==> src/rtl/pfb_pkg.sv <==
package pfb_pkg;
  localparam int unsigned LFSR_W = 7;
  localparam logic [LFSR_W-1:0] LFSR_SEED = 7'h7F;

  // One step of the x^7+x^6+1 generator; new bit enters at the LSB.
  function automatic logic [LFSR_W-1:0] lfsr_step(input logic [LFSR_W-1:0] s);
    return {s[LFSR_W-2:0], s[LFSR_W-1] ^ s[LFSR_W-2]};
  endfunction
endpackage

==> src/rtl/pfb_state_cell.sv <==
module pfb_state_cell #(
  parameter int unsigned W = 7,
  parameter logic [W-1:0] INIT = '1
) (
  input  logic         clk,
  input  logic         rst_n,
  input  logic [W-1:0] d,
  output logic [W-1:0] q
);
  always_ff @(posedge clk) begin
    if (!rst_n) q <= INIT;
    else        q <= d;
  end
endmodule

==> src/rtl/pfb_vote.sv <==
module pfb_vote #(
  parameter int unsigned W = 7
) (
  input  logic [W-1:0] a,
  input  logic [W-1:0] b,
  input  logic [W-1:0] c,
  output logic [W-1:0] y
);
  assign y = (a & b) | (a & c) | (b & c);
endmodule

==> src/rtl/pfb_scrambler.sv <==
module pfb_scrambler
  import pfb_pkg::*;
#(
  parameter int unsigned PAY_W = 270,
  parameter int unsigned COPIES = 3,
  parameter logic [LFSR_W-1:0] SEED = LFSR_SEED
) (
  input  logic             clk,
  input  logic             rst_n,
  input  logic             advance,
  input  logic [PAY_W-1:0] raw,
  output logic [PAY_W-1:0] scr
);
  logic [LFSR_W-1:0] copy_q [COPIES];
  logic [LFSR_W-1:0] voted;
  logic [LFSR_W-1:0] end_state;
  logic [LFSR_W-1:0] next_state;

  for (genvar g = 0; g < COPIES; g++) begin : g_copy
    pfb_state_cell #(.W(LFSR_W), .INIT(SEED)) u_cell (
      .clk  (clk),
      .rst_n(rst_n),
      .d    (next_state),
      .q    (copy_q[g])
    );
  end

  pfb_vote #(.W(LFSR_W)) u_vote (
    .a(copy_q[0]),
    .b(copy_q[1]),
    .c(copy_q[2]),
    .y(voted)
  );

  // Unrolled keystream: first generated bit covers the payload MSB.
  always_comb begin
    logic [LFSR_W-1:0] s;
    s = voted;
    for (int i = PAY_W - 1; i >= 0; i--) begin
      s      = lfsr_step(s);
      scr[i] = raw[i] ^ s[0];
    end
    end_state = s;
  end

  // Every copy reloads the voted value each cycle, which scrubs upsets.
  assign next_state = advance ? end_state : voted;
endmodule

==> src/rtl/pixel_frame_builder.sv <==
module pixel_frame_builder
  import pfb_pkg::*;
#(
  parameter int unsigned PIX_W  = 256,
  parameter int unsigned TS_W   = 14,
  parameter int unsigned PAR_W  = 40,
  parameter int unsigned WORD_W = 32,
  parameter int unsigned HDR_W  = 10,
  parameter logic [HDR_W-1:0] HDR_PAT = 10'b1111100000,
  parameter logic [LFSR_W-1:0] SEED = LFSR_SEED
) (
  input  logic                  clk,
  input  logic                  rst_n,
  input  logic                  in_valid,
  output logic                  in_ready,
  input  logic [PIX_W-1:0]      in_pixels,
  input  logic [TS_W-1:0]       in_tstamp,
  output logic                  out_valid,
  output logic [WORD_W-1:0]     out_word,
  output logic [PIX_W+TS_W-1:0] enc_data,
  input  logic [PAR_W-1:0]      enc_parity
);
  localparam int unsigned PAY_W   = PIX_W + TS_W;
  localparam int unsigned FRAME_W = HDR_W + PAY_W + PAR_W;
  localparam int unsigned N_WORDS = FRAME_W / WORD_W;
  localparam int unsigned CNT_W   = $clog2(N_WORDS);
  localparam logic [CNT_W-1:0] LAST = CNT_W'(N_WORDS - 1);

  logic             accept;
  logic             busy;
  logic [CNT_W-1:0] idx;
  logic [PAY_W-1:0] pay_q;
  logic [PAY_W-1:0] pay_scr;
  logic [FRAME_W-1:0] frame;
  logic [FRAME_W-1:0] frame_sh;

  assign in_ready = !busy || (idx == LAST);
  assign accept   = in_valid && in_ready;

  pfb_scrambler #(.PAY_W(PAY_W), .COPIES(3), .SEED(SEED)) u_scr (
    .clk    (clk),
    .rst_n  (rst_n),
    .advance(accept),
    .raw    ({in_pixels, in_tstamp}),
    .scr    (pay_scr)
  );

  always_ff @(posedge clk) begin
    if (!rst_n) begin
      busy  <= 1'b0;
      idx   <= '0;
      pay_q <= '0;
    end else if (accept) begin
      busy  <= 1'b1;
      idx   <= '0;
      pay_q <= pay_scr;
    end else if (busy) begin
      if (idx == LAST) begin
        busy <= 1'b0;
        idx  <= '0;
      end else begin
        idx <= idx + 1'b1;
      end
    end
  end

  assign frame     = {HDR_PAT, pay_q, enc_parity};
  assign frame_sh  = frame << (WORD_W * idx);
  assign out_word  = frame_sh[FRAME_W-1 -: WORD_W];
  assign out_valid = busy;
  assign enc_data  = pay_q;
endmodule

==> config.mk <==
export PLATFORM = sky130hd
export DESIGN_NAME = pixel_frame_builder
export DESIGN_NICKNAME = d
export VERILOG_FILES = /design/src/rtl/pfb_pkg.sv /design/src/rtl/pfb_state_cell.sv /design/src/rtl/pfb_vote.sv /design/src/rtl/pfb_scrambler.sv /design/src/rtl/pixel_frame_builder.sv
export SDC_FILE = /design/constraint.sdc
export NUM_CORES = 1
export LEC_CHECK = 0
export BUFFER_PORTS_ARGS = -buffer_cell sky130_fd_sc_hd__buf_2
export CORE_MARGIN = 10
export CORE_UTILIZATION = 30
export CTS_BUF_LIST = sky130_fd_sc_hd__clkbuf_16
export CTS_CLUSTER_SIZE = 20
export DETAILED_ROUTE_END_ITERATION = 10
export GPL_ROUTABILITY_DRIVEN = 0
export PLACE_DENSITY = 0.57
export SLEW_MARGIN = 20
export SYNTH_ARGS = -nofsm -noshare
export SYNTH_HDL_FRONTEND = slang
export SYNTH_SLANG_ARGS = --single-unit
==> constraint.sdc <==
create_clock -name clk -period 5.1 [get_ports clk]
set_clock_uncertainty 0.1 [all_clocks]
set_input_delay 1.02 -clock clk [delete_from_list [all_inputs] [get_ports clk]]
set_output_delay 1.02 -clock clk [all_outputs]
set_load 0.01 [all_outputs]
After elaboration in Yosys (flattened, before gate mapping)
Cells that the tools add are included.
- add/sub/neg operators: 1
- equality and inequality tests: 1
- reduce and logical (&&, ||, !) cells: 4
- shifts and indexed selects: 1
- multiplexer cells: 5
- bitwise operators: 544
- operators with widths (cell ; number):
    $xor 1x1->1 ; 540
    $shl 320x9->320 ; 1
    $or 7x7->7 ; 2
    $and 7x7->7 ; 1
    $mux 7 ; 1
    $add 4x1->4 const B ; 1
    $eq 4x4->1 const B ; 1
    $mux 4 ; 1
    $mux 1 ; 3
    $reduce_or 2->1 ; 1
    $logic_and 1x1->1 ; 1
    $logic_not 1->1 ; 1
    $logic_or 1x1->1 ; 1
    $not 1->1 ; 1
- bits in registers: 282
- logic and storage cells: 560
- output and inout bits: 304

Logic depth before layout (Yosys ltp)
Gate-level depths: netlist of the first run.
- word-level depth: 49
- gate-level depth with buffers: 8
- gate-level depth less buffers: 4

Hierarchy
A second synthesis of the first run with hierarchy kept.
- cells, all modules: 1979
- area total of the unflattened synthesis: 17446.7 um^2
- modules (own cells, without submodules) (module ; seq. area each (um^2) ; times used ; area an instance (um^2) ; cells each):
    pixel_frame_builder ; 5505.3 ; 1 ; 12653.4 ; 1504
    pfb_scrambler ; 0.0 ; 1 ; 4162.7 ; 426
    pfb_state_cell ; 140.1 ; 3 ; 183.9 ; 14
    pfb_vote ; 0.0 ; 1 ; 78.8 ; 7

Least setup slack after synthesis of the first run
OpenSTA, ideal clock, no wires.
- kind: register to output
- start point: register idx[0]
- end point: output port out_word[10]
- path buffers: 1
- required time: 3.980 ns
- path slack: 2.237 ns
- cell stages (with the launch flop): 5
- arrival time: 1.743 ns
- cells stage by stage: dfxtp_1 -> buf_1 -> mux4_2 -> a22oi_1 -> o21ai_0
- word-level cells in the longest chain between the ends: 1
- RTL lines (item ; RTL line ; RTL):
    start, declared ; pixel_frame_builder.sv:31 ; logic [CNT_W-1:0] idx;
    start signal, assigned ; pixel_frame_builder.sv:62 ; idx <= idx + 1'b1;
    $shl 320x9->320 ; pixel_frame_builder.sv:68 ; assign frame_sh = frame << (WORD_W * idx);
    end, declared ; pixel_frame_builder.sv:19 ; output logic [WORD_W-1:0] out_word,
Every way passes these cells.

Worst setup path after layout of the first run
- start point: register idx[0]
- end point: output port out_word[0]
Same word-level chain as after synthesis.

==> results of run 1 <==
worst max path at each step:
stage / startpoint / cells after the start / end
after floorplan: idx[0] / 4 / out_word[10]
after global placement: idx[0] / 5 / out_word[10]
after detailed placement: idx[0] / 5 / out_word[10]
after CTS: idx[0] / 5 / out_word[10]
after global routing: idx[0] / 5 / out_word[0]
final: idx[0] / 5 / out_word[0]
through the flow:
step	worst slack [ns]	util [%]	std cells	hold slack [ns]
floorplan	2.237	-	1696	0.3851
global placement	1.330	37.15	2942	0.3525
detailed placement	1.268	37.17	2942	0.3614
CTS	0.6682	39.19	3006	0.3705
global route	0.5337	39.33	3017	0.3916
finish	0.6450	39.36	3024	0.3701
cells in the final DEF (no fill, tap or decap), types with 4 or more instances in the layout:
cell,instances
xor3_1,4
clkinv_2,6
o22ai_1,5
xnor2_1,146
a31oi_1,5
inv_1,10
nand2_1,181
dfxtp_2,7
nand2b_1,58
xnor2_4,9
mux2i_1,42
a22oi_1,22
a211oi_1,83
nor2_1,107
dfxtp_1,273
clkbuf_16,37
a221oi_1,5
clkinv_1,4
o211ai_1,5
mux4_2,54
xnor3_1,88
buf_4,35
xnor2_2,6
diode_2,16
nor3_1,4
nand3_1,32
buf_12,4
xor2_1,116
buf_2,615
a21oi_1,158
o21ai_0,108
area by class of cell:
| class | instances | area share [%] |
|---|---|---|
| antenna | 16 | 0.1846 |
| clock buffer | 37 | 4.270 |
| clock inverter | 27 | 0.8540 |
| inverter | 2 | 0.06924 |
| multi-input combinational | 1256 | 48.17 |
| sequential | 282 | 26.11 |
| tap | 748 | 4.316 |
| timing repair buffer | 656 | 16.03 |
where the power goes:
part / leakage, nW / switching (mW) / internal [mW]
registers: 2.32 / 0.538 / 2.54
clock network: 0.576 / 1.09 / 1.42
logic: 7.11 / 2.30 / 1.93
total: 10.0 / 3.94 / 5.89
worst min-delay path, stage by stage (launching register included):
cell and delay (ns):
dfxtp_1 0.32, nand2_1 0.06, a21oi_1 0.05
kinds of logic after synthesis:
| kind of cell | count (synthesis) |
|---|---|
| AO/OA/AOI/OAI | 398 |
| AND/OR/NAND/NOR | 391 |
| XOR/XNOR | 371 |
| flip-flops | 282 |
| buffers and inverters | 158 |
| multiplexers | 96 |
layer usage:
layer,vias up,part of all wire [%],GRT usage (%)
met4,10,2.6,8.200
met5,-,0.069,0
met3,154,8.1,6.653
li1,7022,-,-
met2,860,47,45.32
met1,7900,42,35.23
registers in the layout (all words and copies together) (netlist names):
register and cells:
enc_data 270, u_scr.g_copy.u_cell.q 7, out_valid 1, idx 4
==> reports/summary.txt, run 1 <==
IO Count = 617
delay-heaviest family, CP = flip-flops
RSZ-0062 raised after global routing = false
final setup vio count = 0
Syn Nets = 2,009
total gr overflow = 0
HP Start = enc_data[140]
leakage = 10.01 nW
drt first-iter violations = 1,563
Period minus WS final = 4.455 ns
Post-CTS Setup Repair Bufs = 0
vias in the first global route = 15,830
routed length per instance = 31.31 um
f_max = 224.5 MHz
Synth Area in Simple Gates = 10.07%
Peak VDD IR = 0.2054 mV
Pre-antenna DRT Iters = 6
placed cell areas = 0.02048 mm^2
Crit-path slowest cell = dfxtp_4
FP Rows = 86
most frequent cell after synthesis = dfxtp_1
Synth warnings = 0
adder-cell share of the synthesized area = 0%
clock tree root driver cell = clkbuf_16
WP data required = 3.98 ns
CTS clock-pin slew for the worst setup and hold paths = 0.06 ns
DRT antenna net count = 0
total track usage = 27.57%
register area = 0.005662 mm^2
status = completed
crit path cell chain = buf_4, mux4_2, a22oi_1, o21ai_0, buf_2
synthesized flop and latch total = 282
die area = 0.06553 mm^2
Tcrit/Tclk final = 87.35%
ys flop type = dfxtp_1
DPL Wire Length = 71,740 um
crit path kind = flop to output port
share of layout cells above drive strength 1 = 35.18%
worst hold endpoint = enc_data[140]
final hold vios = 0
share of the synthesized area in the top cell type = 33.79%
Critical Path Max Stage Delay = 0.80 ns
R2R Path End = enc_data[129]
synth cell count leaders = 282 x dfxtp_1, 181 x nand2_1, 158 x a21oi_1, 151 x xnor2_1, 116 x xor2_1
main combinational cell family by area after synthesis = XOR/XNOR gates
worst skew pair latency = 0.56 ns
hold crit path type = flop to flop
via-per-instance ratio = 5.273
mux contribution to synthesized area = 9.796%
DRC Markers = 0
pins over their slew limit = 0
WP buf/inv = 2
design area = 0.02168 mm^2
Worst R2R Path Depth = 7
first-pass GRT wire length = 129,600 um
library cells used by synthesis = 42
largest net degree at the start of global routing = 176
Synth Area in XOR/XNOR = 28.12%
Worst-Margin Slew = 1.149 ns
launching element type of the critical path = flop
Hold Path Stages = 2
Via Count = 15,950
Gates resized, CTS repair = 0
Post-synth EDFFs = 0
Post-Syn Area = 0.01671 mm^2
die width = 256.0 um
Fin Setup TNS = 0 ns
synthesis-to-layout area growth = 29.79%
Synth area leader = dfxtp_1
clk sink count = 282
R2R Setup Slk = 1.63 ns
hold buffers post-CTS = 0
fin nets = 2,548
Routed WL = 94,690 um
pwr dens = 453.3 mW/mm^2
Critical Path End Type = output port
MaxCap Viol Count = 0
CTS tree = built
critical-path maximum fanout = 30
initial core utilization = 30.33%
Post-Synthesis Cells = 1,696
Rel. slew slack = 23.39%
Longest Clk Path Bufs = 3
worst r2r src = idx[0]
total power = 9.829 mW
multi-input logic area = 0.01045 mm^2
die extent in y = 256.0 um
sequential element share of the synthesized area = 33.79%
htree depth = 2
Synth Area in Compound Gates = 13.91%
critical path data arrival time = 3.33 ns
fill count = 5,571
number of buffers created by CTS = 37
number of port buffers = 616
initial antenna violation count = 20
top cells by area, synth = dfxtp_1 34%, xnor3_1 12%, xnor2_1 7.9%
Async SR Flop Fraction = 0%
syn avg cell area = 9.851 um^2
core footprint = 0.05509 mm^2
No activity file was read; power rests on OpenSTA's default activity.
==> run 2, diff against run 1 <==
Clock period 5.1 ns to 5 ns, I/O delays scaled along.
==> reports/summary.txt, run 2 (synthesis gave the netlist of run 1 again) <==
Worst-Margin Slew = 1.139 ns (-0.009990 ns)
HP Start = enc_data[134]
most frequent cells in the layout = 615 x buf_2, 273 x dfxtp_1, 181 x nand2_1, 158 x a21oi_1, 145 x xnor2_1
critical path data arrival time = 3.16 ns (-0.17 ns)
CTS clock-pin slew for the worst setup and hold paths = 0.06 ns (about the same)
number of buffers created by CTS = 37 (unchanged)
die width = 256.0 um (unchanged)
Routed WL = 93,640 um (-1.1%)
fill count = 5,586 (+0.27%)
clock tree root driver cell = clkbuf_16
Post-CTS Setup Repair Bufs = 0 (unchanged)
synthesis-to-layout area growth = 29.73% (about the same)
Tcrit/Tclk final = 85.13%
CTS tree = built
status = completed
crit path from = idx[0]
most common cell after layout, fill and taps aside = buf_2
worst skew pair latency = 0.57 ns (about the same)
number of port buffers = 616 (unchanged)
RSZ-0062 raised after global routing = false
worst r2r src = idx[0]
largest net degree at the start of global routing = 128 (-27%)
MaxCap Viol Count = 0 (unchanged)
Critical Path End Type = output port
core footprint = 0.05509 mm^2 (unchanged)
critical-path maximum fanout = 24 (-20%)
Peak VDD IR = 0.2370 mV (+15%)
total track usage = 27.47% (-0.096 points)
htree depth = 2 (unchanged)
launching element type of the critical path = flop
IO Count = 617 (unchanged)
final setup vio count = 0 (unchanged)
Via Count = 15,820 (-0.77%)
WP data required = 3.90 ns (-0.08 ns)
routed length per instance = 31.09 um (-0.72%)
Pre-antenna DRT Iters = 6 (unchanged)
total gr overflow = 0 (unchanged)
DRT antenna net count = 0 (unchanged)
Period minus WS final = 4.256 ns
f_max = 234.9 MHz
drt first-iter violations = 1,427 (-8.7%)
Gates resized, CTS repair = 0 (unchanged)
final hold vios = 0 (unchanged)
hold crit path type = flop to flop
DPL Wire Length = 71,980 um (+0.34%)
initial core utilization = 30.33% (unchanged)
FP Rows = 86 (unchanged)
Fin Setup TNS = 0 ns (unchanged)
flip-flop count of the largest register after layout = 270 (unchanged)
clk sink count = 282 (unchanged)
fin nets = 2,544 (-0.16%)
die extent in y = 256.0 um (unchanged)
first-pass GRT wire length = 129,200 um (-0.27%)
fin worst setup slack = 0.7436 ns (+0.09855 ns)
pins over their slew limit = 0 (unchanged)
crit path kind = flop to output port
DRC Markers = 0 (unchanged)
Rel. slew slack = 24.05% (+0.67 points)
vias in the first global route = 15,950 (+0.76%)
pre-CTS WS = 1.359 ns (+0.09097 ns)
via-per-instance ratio = 5.253 (-0.38%)
Longest Clk Path Bufs = 3 (unchanged)
leakage = 10.02 nW (about the same)
hold buffers post-CTS = 0 (unchanged)
die area = 0.06553 mm^2 (unchanged)
pwr dens = 466.5 mW/mm^2 (+2.9%)
share of layout cells above drive strength 1 = 35.18% (about the same)
initial antenna violation count = 26 (+30%)
==> run 2: cell count changes in the layout (fill, tap and decap cells not counted), moves of 2 or more <==
cell and delta:
xnor2_2 +2, buf_16 -2, clkbuf_16 +2, diode_2 -9, buf_4 -3
==> run 2: metal layers <==
metal / wire length (um) / GRT usage (%) / share of wire, %
met5: 114 / 0 / 0.12
met4: 2644 / 8.663 / 2.8
met3: 8092 / 6.574 / 8.6
met2: 44440 / 45.36 / 47
met1: 38350 / 34.80 / 41
==> run 2: worst max-delay path, stage by stage (launching register included) <==
cell and delay, ns:
dfxtp_4 0.78, mux4_2 0.61, a22oi_1 0.60, o21ai_0 0.35, buf_2 0.24
==> run 2: cell type report <==
cell class,instances,area [um^2],share of cell area (%)
multi-input cells,1256,10450,48.21
flip-flops and latches,282,5662,26.12
repair buffers,652,3418,15.77
clock buffers,39,975.9,4.503
well taps,748,935.9,4.318
clock inverters,26,201.4,0.9294
diodes,7,17.52,0.08082
inverters,2,15.01,0.06927
==> run 2: worst paths after layout <==
kind | cells past startpoint | slack, ns | endpoint
min | 2 | 0.38 | enc_data[134]
max | 4 | 0.74 | out_word[5]
max reg2reg | 7 | 1.74 | enc_data[42]
min reg2reg | 2 | 0.38 | enc_data[134]
==> run 2: through the flow <==
| stage | std cells | hold WS, ns | util, % | power [mW] | instance area (um^2) |
|---|---|---|---|---|---|
| after floorplan | 1696 | 0.3851 | - | 5.617 | 16710 |
| after global placement | 2940 | 0.3515 | 37.16 | 7.433 | 20470 |
| after detailed placement | 2940 | 0.3647 | 37.17 | 7.469 | 20480 |
| after CTS | 3005 | 0.3726 | 39.31 | 10.17 | 21660 |
| after global routing | 3011 | 0.3988 | 39.34 | 10.53 | 21670 |
| final | 3012 | 0.3804 | 39.34 | 10.11 | 21670 |
==> run 2: power by group <==
group	internal (mW)	leakage [nW]	total (mW)	switching (mW)
clock network	1.56	0.610	2.69	1.12
logic	1.95	7.08	4.28	2.33
registers	2.59	2.32	3.14	0.551
total	6.10	10.0	10.1	4.01
